## config.mk

```make
export PLATFORM = sky130hd
export DESIGN_NAME = gpio_evt_ctrl
export DESIGN_NICKNAME = d
export VERILOG_FILES = /design/src/rtl/gpio_evt_pkg.sv /design/src/rtl/gpio_evt_detect.sv /design/src/rtl/gpio_evt_mask.sv /design/src/rtl/gpio_evt_status.sv /design/src/rtl/gpio_evt_ctrl.sv
export SDC_FILE = /design/constraint.sdc
export NUM_CORES = 1
export LEC_CHECK = 0
export BUFFER_PORTS_ARGS = -buffer_cell sky130_fd_sc_hd__buf_2
export CAP_MARGIN = 30
export CORE_UTILIZATION = 25
export CTS_CLUSTER_SIZE = 14
export DETAILED_ROUTE_END_ITERATION = 10
export PLACE_DENSITY = 0.57
export SLEW_MARGIN = 25
export SYNTH_ARGS = -nofsm -noshare
export SYNTH_HDL_FRONTEND = slang
export SYNTH_SLANG_ARGS = --single-unit
```

## constraint.sdc

```tcl
create_clock -name clk -period 2.9 [get_ports clk]
set_input_delay 0.29 -clock clk [delete_from_list [all_inputs] [get_ports clk]]
set_output_delay 0.29 -clock clk [all_outputs]
set_load 0.01 [all_outputs]
```

## src/rtl/gpio_evt_pkg.sv

```systemverilog
package gpio_evt_pkg;

  localparam int CODE_W = 3;

  typedef enum logic [CODE_W-1:0] {
    EVT_FALL = 3'd0,
    EVT_RISE = 3'd1,
    EVT_BOTH = 3'd2,
    EVT_LOW  = 3'd3,
    EVT_HIGH = 3'd4
  } evt_sel_e;

  localparam int OFS_ENABLE  = 'h20;
  localparam int OFS_DISABLE = 'h24;
  localparam int OFS_MASK    = 'h28;
  localparam int OFS_STATUS  = 'h2C;

endpackage

```

## src/rtl/gpio_evt_detect.sv

```systemverilog
module gpio_evt_detect
  import gpio_evt_pkg::*;
#(
  parameter int N_LINES = 32
) (
  input  logic                      clk,
  input  logic                      rst_n,
  input  logic [N_LINES-1:0]        lvl_i,
  input  logic [CODE_W*N_LINES-1:0] code_i,
  output logic [N_LINES-1:0]        hit_o
);

  logic [N_LINES-1:0] prev_q;
  logic               primed_q;

  // Reference level: the first cycle after reset only loads prev_q.
  always_ff @(posedge clk or negedge rst_n) begin
    if (!rst_n) begin
      prev_q   <= '0;
      primed_q <= 1'b0;
    end else begin
      prev_q   <= lvl_i;
      primed_q <= 1'b1;
    end
  end

  for (genvar i = 0; i < N_LINES; i++) begin : g_line
    logic [CODE_W-1:0] code;
    logic              rise, fall;

    assign code = code_i[i*CODE_W +: CODE_W];
    assign rise = primed_q &  lvl_i[i] & ~prev_q[i];
    assign fall = primed_q & ~lvl_i[i] &  prev_q[i];

    always_comb begin
      case (code)
        EVT_FALL: hit_o[i] = fall;
        EVT_RISE: hit_o[i] = rise;
        EVT_BOTH: hit_o[i] = rise | fall;
        EVT_LOW:  hit_o[i] = ~lvl_i[i];
        EVT_HIGH: hit_o[i] = lvl_i[i];
        default:  hit_o[i] = 1'b0;
      endcase
    end

    p_reserved_silent_r10: assert property (
      @(posedge clk) disable iff (!rst_n)
      (code > CODE_W'(EVT_HIGH)) |-> !hit_o[i]
    );
  end

endmodule

```

## src/rtl/gpio_evt_mask.sv

```systemverilog
module gpio_evt_mask #(
  parameter int N_LINES = 32
) (
  input  logic               clk,
  input  logic               rst_n,
  input  logic [N_LINES-1:0] set_i,
  input  logic [N_LINES-1:0] clr_i,
  output logic [N_LINES-1:0] mask_o
);

  logic [N_LINES-1:0] mask_q;

  always_ff @(posedge clk or negedge rst_n) begin
    if (!rst_n) mask_q <= '0;
    else        mask_q <= (mask_q | set_i) & ~clr_i;
  end

  assign mask_o = mask_q;

  p_set_sticks_r2: assert property (
    @(posedge clk) disable iff (!rst_n)
    (clr_i == '0) |=> ((mask_q & $past(set_i)) == $past(set_i))
  );

  p_clear_sticks_r3: assert property (
    @(posedge clk) disable iff (!rst_n)
    1'b1 |=> ((mask_q & $past(clr_i)) == '0)
  );

endmodule

```

## src/rtl/gpio_evt_status.sv

```systemverilog
module gpio_evt_status #(
  parameter int N_LINES = 32
) (
  input  logic               clk,
  input  logic               rst_n,
  input  logic [N_LINES-1:0] hit_i,
  input  logic               rd_clr_i,
  output logic [N_LINES-1:0] status_o
);

  logic [N_LINES-1:0] status_q;
  logic [N_LINES-1:0] keep;

  // A read drops what it returns; new hits of the same cycle win.
  assign keep = rd_clr_i ? '0 : status_q;

  always_ff @(posedge clk or negedge rst_n) begin
    if (!rst_n) status_q <= '0;
    else        status_q <= keep | hit_i;
  end

  assign status_o = status_q;

  p_read_clears_r8: assert property (
    @(posedge clk) disable iff (!rst_n)
    rd_clr_i |=> ((status_q & ~$past(hit_i)) == '0)
  );

  p_hit_kept_r9: assert property (
    @(posedge clk) disable iff (!rst_n)
    1'b1 |=> ((status_q & $past(hit_i)) == $past(hit_i))
  );

endmodule

```

## src/rtl/gpio_evt_ctrl.sv

```systemverilog
module gpio_evt_ctrl
  import gpio_evt_pkg::*;
#(
  parameter int N_LINES = 32,
  parameter int ADDR_W  = 8
) (
  input  logic                      clk,
  input  logic                      rst_n,
  input  logic [N_LINES-1:0]        pin_lvl,
  input  logic [CODE_W*N_LINES-1:0] evt_code,
  input  logic                      bus_en,
  input  logic                      bus_we,
  input  logic [ADDR_W-1:0]         bus_addr,
  input  logic [N_LINES-1:0]        bus_wdata,
  output logic [N_LINES-1:0]        bus_rdata,
  output logic                      irq_o
);

  localparam logic [ADDR_W-1:0] A_ENABLE  = ADDR_W'(OFS_ENABLE);
  localparam logic [ADDR_W-1:0] A_DISABLE = ADDR_W'(OFS_DISABLE);
  localparam logic [ADDR_W-1:0] A_MASK    = ADDR_W'(OFS_MASK);
  localparam logic [ADDR_W-1:0] A_STATUS  = ADDR_W'(OFS_STATUS);

  logic               wr_acc, rd_acc;
  logic [N_LINES-1:0] hit, mask_set, mask_clr, mask_vec, status_vec;
  logic [N_LINES-1:0] rd_val, rdata_q;
  logic               status_rd;

  assign wr_acc    = bus_en &  bus_we;
  assign rd_acc    = bus_en & ~bus_we;
  assign mask_set  = (wr_acc && bus_addr == A_ENABLE)  ? bus_wdata : '0;
  assign mask_clr  = (wr_acc && bus_addr == A_DISABLE) ? bus_wdata : '0;
  assign status_rd = rd_acc && bus_addr == A_STATUS;

  gpio_evt_detect #(.N_LINES(N_LINES)) u_detect (
    .clk    (clk),
    .rst_n  (rst_n),
    .lvl_i  (pin_lvl),
    .code_i (evt_code),
    .hit_o  (hit)
  );

  gpio_evt_mask #(.N_LINES(N_LINES)) u_mask (
    .clk    (clk),
    .rst_n  (rst_n),
    .set_i  (mask_set),
    .clr_i  (mask_clr),
    .mask_o (mask_vec)
  );

  gpio_evt_status #(.N_LINES(N_LINES)) u_status (
    .clk      (clk),
    .rst_n    (rst_n),
    .hit_i    (hit),
    .rd_clr_i (status_rd),
    .status_o (status_vec)
  );

  always_comb begin
    case (bus_addr)
      A_MASK:   rd_val = mask_vec;
      A_STATUS: rd_val = status_vec;
      default:  rd_val = '0;
    endcase
  end

  always_ff @(posedge clk or negedge rst_n) begin
    if (!rst_n) rdata_q <= '0;
    else        rdata_q <= rd_acc ? rd_val : '0;
  end

  assign bus_rdata = rdata_q;
  assign irq_o     = |(status_vec & mask_vec);

  p_unmask_fires_r11: assert property (
    @(posedge clk) disable iff (!rst_n)
    (wr_acc && bus_addr == A_ENABLE && (bus_wdata & status_vec) != '0) |=> irq_o
  );

  p_idle_rdata_r13: assert property (
    @(posedge clk) disable iff (!rst_n)
    !rd_acc |=> (bus_rdata == '0)
  );

endmodule

```

* Word level (Yosys, flattened, before mapping)
Index checks and enable logic that the tools add are counted.
Word-level totals: register bits after elaboration 129, word-level logic and storage cells 442, input port bits 172
Operators by class: equal/unequal tests 132, reduce and logical (&&, ||, !) cells 36, bitwise operators 232, multiplexer cells 37
Operator list (count):
- 3-bit by 2-bit equality test with 1-bit output, second input constant | 64
- 1-bit case mux with 5 select lines | 32
- 1-bit bitwise AND | 130
- 32-bit 2-to-1 mux | 4
- 3-bit by 1-bit equality test with 1-bit output, second input constant | 32
- 3-bit equality test, second input constant | 32
- 3-bit zero test | 32
- 1-bit NOT | 65
- 32-bit bitwise AND | 2
- 32-bit OR | 2
- 32-bit case mux with 2 select lines | 1
- 8-bit by 6-bit equality test with 1-bit output, second input constant | 4
- 32-bit NOT | 1
- 1-bit OR | 32
- 32-bit OR reduction | 1
- 1-bit logical AND | 3

* Depth between registers and ports, before layout
Gate-level depths: netlist of the first run.
depth after elaboration 6, gate-level depth with buffers 7, mapped depth without buffers 4

* By module
A second synthesis of the first run with hierarchy kept.
Second synthesis, totals: cells, all modules 665, area, all modules 7293.2 sq um
By module, submodules not included:
- gpio_evt_detect | times used 1, cells each 330, area each 3115.5 sq um
- gpio_evt_ctrl | times used 1, cells each 203, area each 1975.6 sq um
- gpio_evt_mask | times used 1, cells each 64, area each 1121.1 sq um
- gpio_evt_status | times used 1, cells each 68, area each 1081.0 sq um

* Least setup slack after synthesis of the first run
OpenSTA, ideal clock, no wires.
kind input to register, from in bus_addr[4], to reg u_status.status_q[10] (netlist: u_status.status_o[10]), library setup time 0.124 ns, buffers on the path 3, setup slack 0.569 ns, stages on the path 7, arrival time 2.207 ns, data required time 2.776 ns, cell sequence or4b_1 > or4b_1 > clkbuf_1 > or2_1 > buf_2 > buf_6 > a211o_1
On the way: cells in the longest elaborated chain, start to end 4
Ends and longest elaborated chain:
- from (decl) | line gpio_evt_ctrl.sv:13 | input logic [ADDR_W-1:0] bus_addr,
- 8-bit by 6-bit equality test with 1-bit output | line gpio_evt_ctrl.sv:33 | assign status_rd = rd_acc && bus_addr == A_STATUS;
- 1-bit logical AND | line gpio_evt_ctrl.sv:33
- 32-bit 2-to-1 mux | line gpio_evt_status.sv:15 | assign keep = rd_clr_i ? '0 : status_q;
- 32-bit OR | line gpio_evt_status.sv:19 | else status_q <= keep | hit_i;
- to (signal assigned) | line gpio_evt_status.sv:19
- to (decl) | line gpio_evt_status.sv:11 | logic [N_LINES-1:0] status_q;
Every way passes these cells.

* Worst setup path in the final report of the first run
from in bus_addr[4], to reg u_status.status_q[19] (netlist: u_status.status_o[19])
The elaborated chain is that of the path after synthesis.

==> impl_metrics.toml, run 1 <==
[run_status]
status = "complete, no violations"

[critical_path]
r2r_end = "u_status.status_o[30]"
rr_startpoint = "u_detect.primed_q"
path_max_fanout = 15
crit_path_end_kind = "flip-flop"
crit_start = "bus_addr[4]"
critPathKind = "in2reg"
crit_slowest_cell = "or4b_2"
r2r_cells = 5
path_cells = "buf_2, or4b_1, or4b_2, or2_2, buf_4, a211o_1"
rrSetupSlack_ns = 1.22
crit_arrival_ns = 2.59
cp-start-kind = "primary input"
cp.required_ns = 3.19
cp_slowest_stage_delay_ns = 0.69

[sta]
setup_tns_ns = 0
setup_ws_ns = 0.5987
setup-violations-final = 0
drv_slew = 0
relSlewSlack_pct = 59.21
grt_setup_unrepaired = "no"
skew_ns = 0.01229
final.period_utilization_pct = 79.35
hold_viol_final = 0
max_freq_ghz = 0.4345
worstMarginPinSlew_ns = 0.6119
fin_crit_ns = 2.301

[power_and_ir_drop]
intPower_mw = 3.379
pwr-share-seq_pct = 41.9
pwr-share-clk_pct = 47.9
p_total_mw = 4.473
switchingPower_mw = 1.093
p_comb_share_pct = 10.1
ir_drop_mv = 0.3159
p_leak_nw = 3.834
netSwitchingFraction_pct = 24.45
pwr_density_cell_mw_per_mm2 = 515.8

[final_layout]
multi_input_area_mm2 = 0.003277
fin_util_pct = 33.28
layout-drive-gt1-share_pct = 34.30
fin_nets = 985
layout.cells.non_filler = 1161
fill_cells = 2688
syn_to_final_growth_pct = 30.92
regArea_mm2 = 0.003229

[placed_design]
dp_cells = 1128
hpwl_um = 13960
pre_cts_slack_ns = 0.1683
port_buffers = 204
gp_congestion = 0.7413

[global_routing]
grt.total_usage_pct = 13.94
antenna_found_initial = 2
grt_first_pass_wirelength_um = 28270
grt_pass1_vias = 5280
grt_remaining_overflow = 0
grt_max_degree = 63

[run]
cap_violations = 0

[yosys]
synth_edf_count = 0
synth_nets = 774
synth_common_cells = "dfrtp_1 (129), nor4bb_1 (90), o21ai_0 (64)"
ys_ff_latch = 129
ys.flop_type = "dfrtp_1"
netlist_area_mm2 = 0.006624
ys_top_cells_by_area = "dfrtp_1 (49%), nor4bb_1 (14%), mux2_2 (5.4%)"
yosys_warnings = 0
async_reset_ff_share_pct = 100.0
netlist.area_leader.share_pct = 48.73
avgSynthCellArea_um2 = 11.00
postSynthCellCount = 602
ys_seq_area_share_pct = 48.73
yosysUniqueCellTypes = 29
yosysMostFrequentCell = "dfrtp_1"
yosysTopAreaCell = "dfrtp_1"

[floorplanning]
num_rows = 59
start_util_pct = 25.42
pin_count = 205
coreArea_mm2 = 0.02606
die_width_um = 164.8
dieArea_mm2 = 0.02715
fp.dieH_um = 164.8

[clock_network]
cts_tree = "built"
clk_pin_slew_worst_paths_ns = 0.06
clockBufferDepth = 2
clock-sinks = 129
numCtsBuffers = 17
clock_latency_ns = 0.42
cts_root_buf = "clkbuf_16"
cts_max_level = 4

[routing]
wire_per_inst_um = 16.18
drtIter0Drc = 237
dr.pass1.iters = 4
drc = 0
final_antenna_net_count = 0
vias = 5582
via_per_inst = 4.808
finalWirelength_um = 18780

[worst_hold_path]
holdCritStartpoint = "pin_lvl[22]"
holdCritPathClass = "in2reg"
hold_end = "u_detect.prev_q[22]"
whs_path_depth = 1
[what timing repair did]
action / 4_1_cts / 5_1_grt
hold buffers: 1 / 0
buffers inserted: 0 / 0
hold endpoints to repair: 60 / 0
resized for setup: 0 / 0
[through the flow]
step	instance area [um2]	hold WS, ns
finish	8672	0.03368
global route	8672	0.01521
CTS	8670	0.01001
detailed placement	8071	0.3319
global placement	8071	0.3265
floorplan	6624	-0.005591
[power by group through the flow]
stage | logic [mW] | clock network, mW | registers, mW
3_3_place_gp | 0.454 | 0 | 1.91
2_1_floorplan | 0.201 | 0 | 1.89
4_1_cts | 0.462 | 2.22 | 1.88
6_report | 0.454 | 2.14 | 1.88
3_5_place_dp | 0.459 | 0 | 1.91
5_1_grt | 0.508 | 2.28 | 1.88
[layer usage]
layer  routed length (um)  track usage [%]  part of all wire, %  up-vias
li1                     -                -                    -     2730
met1                 8800            17.95                   47     2689
met2                 8732            22.36                   46      142
met3                  999            4.043                  5.3       19
met4                  238            4.462                  1.3        2
met5                   10                0                0.053        -
[logic make-up (layout without fill, tap and decap cells)]
family          count (synthesis)  in the layout  share of synthesized area [%]
flops                         129            129                          48.73
buf+inv                        27            250                          1.889
simple gates                  236            236                          25.61
other cells                     1              2                        0.05661
compound gates                145            145                          13.43
mux                            64             64                          10.28
[worst max-delay path: cells and delay by family]
family                 cells  cell delay [ns]
and+or+nand+nor            3             1.65
buffers and inverters      2             0.32
AOI/OAI and AO/OA          1             0.32
[flip-flops by register name (all words and copies together) (netlist names)]
signal             flops
u_detect.primed_q      1
u_detect.prev_q       32
bus_rdata             32
u_status.status_o     32
u_mask.mask_o         32
[layout make-up]
cell class | count | area share (%)
antenna | 1 | 0.02886
clock buffer | 19 | 5.223
clock inverter | 12 | 1.558
inverter | 3 | 0.1299
multi-input combinational | 446 | 37.79
sequential | 129 | 37.24
tap | 335 | 4.833
timing repair buffer | 216 | 13.20
[layout by cell type (no fill, tap or decap), types with 9 or more instances in the layout]
master,Yosys,routed
nand2_1,35,35
a21oi_1,32,32
nor3b_1,32,32
dfrtp_1,129,128
mux2_2,32,32
buf_2,1,203
nor2b_1,32,32
clkbuf_16,0,17
buf_4,0,9
a22oi_1,16,16
a211o_1,30,30
mux2i_1,32,32
o21ai_0,64,64
nor2_1,32,32
nor4bb_1,90,90
[worst max path at each step]
stage	end	cells after the start	slack, ns
2_1_floorplan	u_status.status_o[10]	7	0.57
3_3_place_gp	u_status.status_o[10]	6	0.23
3_5_place_dp	u_status.status_o[20]	6	0.17
4_1_cts	irq_o	4	0.56
5_1_grt	irq_o	4	0.52
6_report	u_status.status_o[19]	6	0.60
Note: power is estimated with default switching activity, not from simulation.
==> run 2, diff against run 1 <==
--- a/config.mk
+++ b/config.mk
@@ -5,12 +5,13 @@
 export SDC_FILE = /design/constraint.sdc
 export NUM_CORES = 1
 export LEC_CHECK = 0
+export ABC_AREA = 1
 export BUFFER_PORTS_ARGS = -buffer_cell sky130_fd_sc_hd__buf_2
 export CAP_MARGIN = 30
 export CORE_UTILIZATION = 25
 export CTS_CLUSTER_SIZE = 14
 export DETAILED_ROUTE_END_ITERATION = 10
-export PLACE_DENSITY = 0.57
+export PLACE_DENSITY = 0.56
 export SLEW_MARGIN = 25
 export SYNTH_ARGS = -nofsm -noshare
 export SYNTH_HDL_FRONTEND = slang
==> constraint.sdc (replaced) <==
create_clock -name clk -period 2.3 [get_ports clk]
set_input_delay 0.23 -clock clk [delete_from_list [all_inputs] [get_ports clk]]
set_output_delay 0.23 -clock clk [all_outputs]
set_load 0.01 [all_outputs]
==> impl_metrics.toml, run 2 <==
[power_and_ir_drop]
intPower_mw = 4.189
pwr-share-clk_pct = 46.5
pwr_density_cell_mw_per_mm2 = 549.2
switchingPower_mw = 1.525
p_comb_share_pct = 12.3
netSwitchingFraction_pct = 26.69
ir_drop_mv = 0.4094
pwr-share-seq_pct = 41.2
p_leak_nw = 6.079

[critical_path]
crit_arrival_ns = 1.56
cp-start-kind = "flip-flop"
crit_path_end_kind = "output port"
critPathTopFamily = "simple AND/OR/NAND/NOR gates"
path_max_fanout = 3
cpMostUsedCell = "nand2_1"
cp.required_ns = 2.07
critPathKind = "reg2out"
path_cells = "nand2_1, nand2_1, nor2_1, nand2_1, nor2_1, nand2_1, buf_2"
crit_slowest_cell = "dfrtp_1"
cp_slowest_stage_delay_ns = 0.40
path_buf_inv = 1
r2r_end = "u_status.status_o[21]"
rr_startpoint = "u_detect.primed_q"
r2r_cells = 7
crit_start = "u_status.status_o[8]"
rrSetupSlack_ns = 0.86

[routing]
final_antenna_net_count = 0
drtIter0Drc = 395
drc = 0
wire_per_inst_um = 12.46
finalWirelength_um = 23090
vias = 8267
via_per_inst = 4.459
dr.pass1.iters = 4

[sta]
grt_setup_unrepaired = "no"
whs_ns = 0.08119
skew_ns = 0.007121
relSlewSlack_pct = 58.52
setup_tns_ns = 0
setup-violations-final = 0
fin_crit_ns = 1.788
drv_slew = 0
final.period_utilization_pct = 77.75
max_freq_ghz = 0.5592
worstMarginPinSlew_ns = 0.6222
hold_viol_final = 0

[final_layout]
fin_nets = 1617
fin_util_pct = 33.57
layout-drive-gt1-share_pct = 17.84
syn_to_final_growth_pct = 30.68
layout_common_cells = "nand2_1 (257), inv_1 (240), nand3_1 (222), buf_2 (203), nor2_1 (142)"
layout_commonest_cell = "nand2_1"

[run]
cap_violations = 0

[clock_network]
cts_root_buf = "clkbuf_16"
cts_resized = 0
clockBufferDepth = 2
cts_max_level = 4
clock_latency_ns = 0.42
cts_tree = "built"
numCtsBuffers = 17
clk_pin_slew_worst_paths_ns = 0.06
clock-sinks = 129

[floorplanning]
dieArea_mm2 = 0.03256
fp.dieH_um = 180.5
pin_count = 205
coreArea_mm2 = 0.03099
num_rows = 64
die_width_um = 180.5
start_util_pct = 25.69

[worst_hold_path]
holdCritPathClass = "in2reg"
holdCritStartpoint = "bus_wdata[22]"
hold_end = "u_mask.mask_o[22]"
whs_path_depth = 3

[placed_design]
hpwl_um = 17070
gp_congestion = 0.7962
port_buffers = 204

[yosys]
synth_edf_count = 0
ys_seq_area_share_pct = 40.55
avgSynthCellArea_um2 = 6.591
yosysTopAreaCell = "dfrtp_1"
netlist_area_mm2 = 0.007961
async_reset_ff_share_pct = 100.0
netlist.area_leader.share_pct = 40.55
yosysUniqueCellTypes = 20
synth_common_cells = "nand2_1 (257), inv_1 (240), nand3_1 (223)"
postSynthCellCount = 1208
ys_top_cells_by_area = "dfrtp_1 (41%), nand3_1 (14%), nand2_1 (12%)"
ys.flop_type = "dfrtp_1"
synth_nets = 1380
yosys_warnings = 0
ys_ff_latch = 129
yosysMostFrequentCell = "nand2_1"

[global_routing]
grt_pass1_vias = 7998
grt.total_usage_pct = 14.64
grt_first_pass_wirelength_um = 38360
grt_remaining_overflow = 0
grt_max_degree = 65
antenna_found_initial = 2

[run_status]
status = "complete, no violations"
[run 2: cell count changes in the layout (fill, tap and decap cells not counted), sizes merged, moves of 90 or more]
| cell | previous run | this run |
|---|---|---|
| inv | 4 | 243 |
| nand2 | 35 | 258 |
| nand3 | 0 | 223 |
| nor2 | 32 | 147 |
| nor4bb | 90 | 0 |
[run 2: per-stage QoR]
stage	worst slack, ns	cells	total power [mW]	area, um2
2_1_floorplan	1.134	1208	2.690	7961
3_3_place_gp	0.6612	1789	3.039	9504
3_5_place_dp	0.6278	1789	3.059	9504
4_1_cts	0.4388	1853	5.803	10400
5_1_grt	0.3120	1853	6.008	10400
6_report	0.5117	1854	5.714	10400
[run 2: final cells by class]
class | count | area [um2]
multi-input cells | 803 | 3681
repair buffers | 252 | 1520
inverters | 242 | 908.4
fillers | 3272 | 20590
clock inverters | 14 | 141.4
well taps | 396 | 495.5
flip-flops and latches | 129 | 3229
clock buffers | 17 | 425.4
diodes | 1 | 2.502
[run 2: what timing repair did]
item / CTS / global route
hold endpoints to repair: 91 / 0
hold buffers: 33 / 0
setup buffers: 0 / 0
[run 2: cells by family (layout without fill, tap and decap cells)]
kind of cell           count (synthesis)  after routing  share of synthesized area (%)
other                                  1              2                        0.04710
buffers and inverters                276            525                          13.56
AND/OR/NAND/NOR                      721            721                          40.75
AO/OA/AOI/OAI                         81             81                          5.092
flip-flops                           129            129                          40.55
[run 2: how the worst max path moves through the flow]
stage	end	slack (ns)	depth (start not counted)
detailed placement	bus_rdata[11]	0.63	7
CTS	irq_o	0.44	7
finish	irq_o	0.51	7
global placement	u_status.status_o[28]	0.66	8
floorplan	u_status.status_o[19]	1.13	8
global route	irq_o	0.31	7
[run 2: worst min-delay path: cells and delay by family]
kind / cells / cell delay (ns)
AO/OA/AOI/OAI: 1 / 0.05
buffers and inverters: 1 / 0.11
AND/OR/NAND/NOR: 1 / 0.07
[run 2: per-layer routing]
metal,track usage [%],wire length [um],vias to the layer above,share of wire (%)
met5,0,11,-,0.048
met4,3.692,279,2,1.2
met3,3.880,1196,20,5.2
met2,24.53,10620,188,46
met1,18.60,10980,3771,48
li1,-,-,4286,-
[run 2: power by group through the flow]
stage	sequential (mW)	clock, mW	combinational [mW]
6_report	2.35	2.66	0.703
5_1_grt	2.36	2.84	0.811
4_1_cts	2.35	2.74	0.711
3_5_place_dp	2.39	0	0.666
3_3_place_gp	2.39	0	0.647
2_1_floorplan	2.38	0	0.305
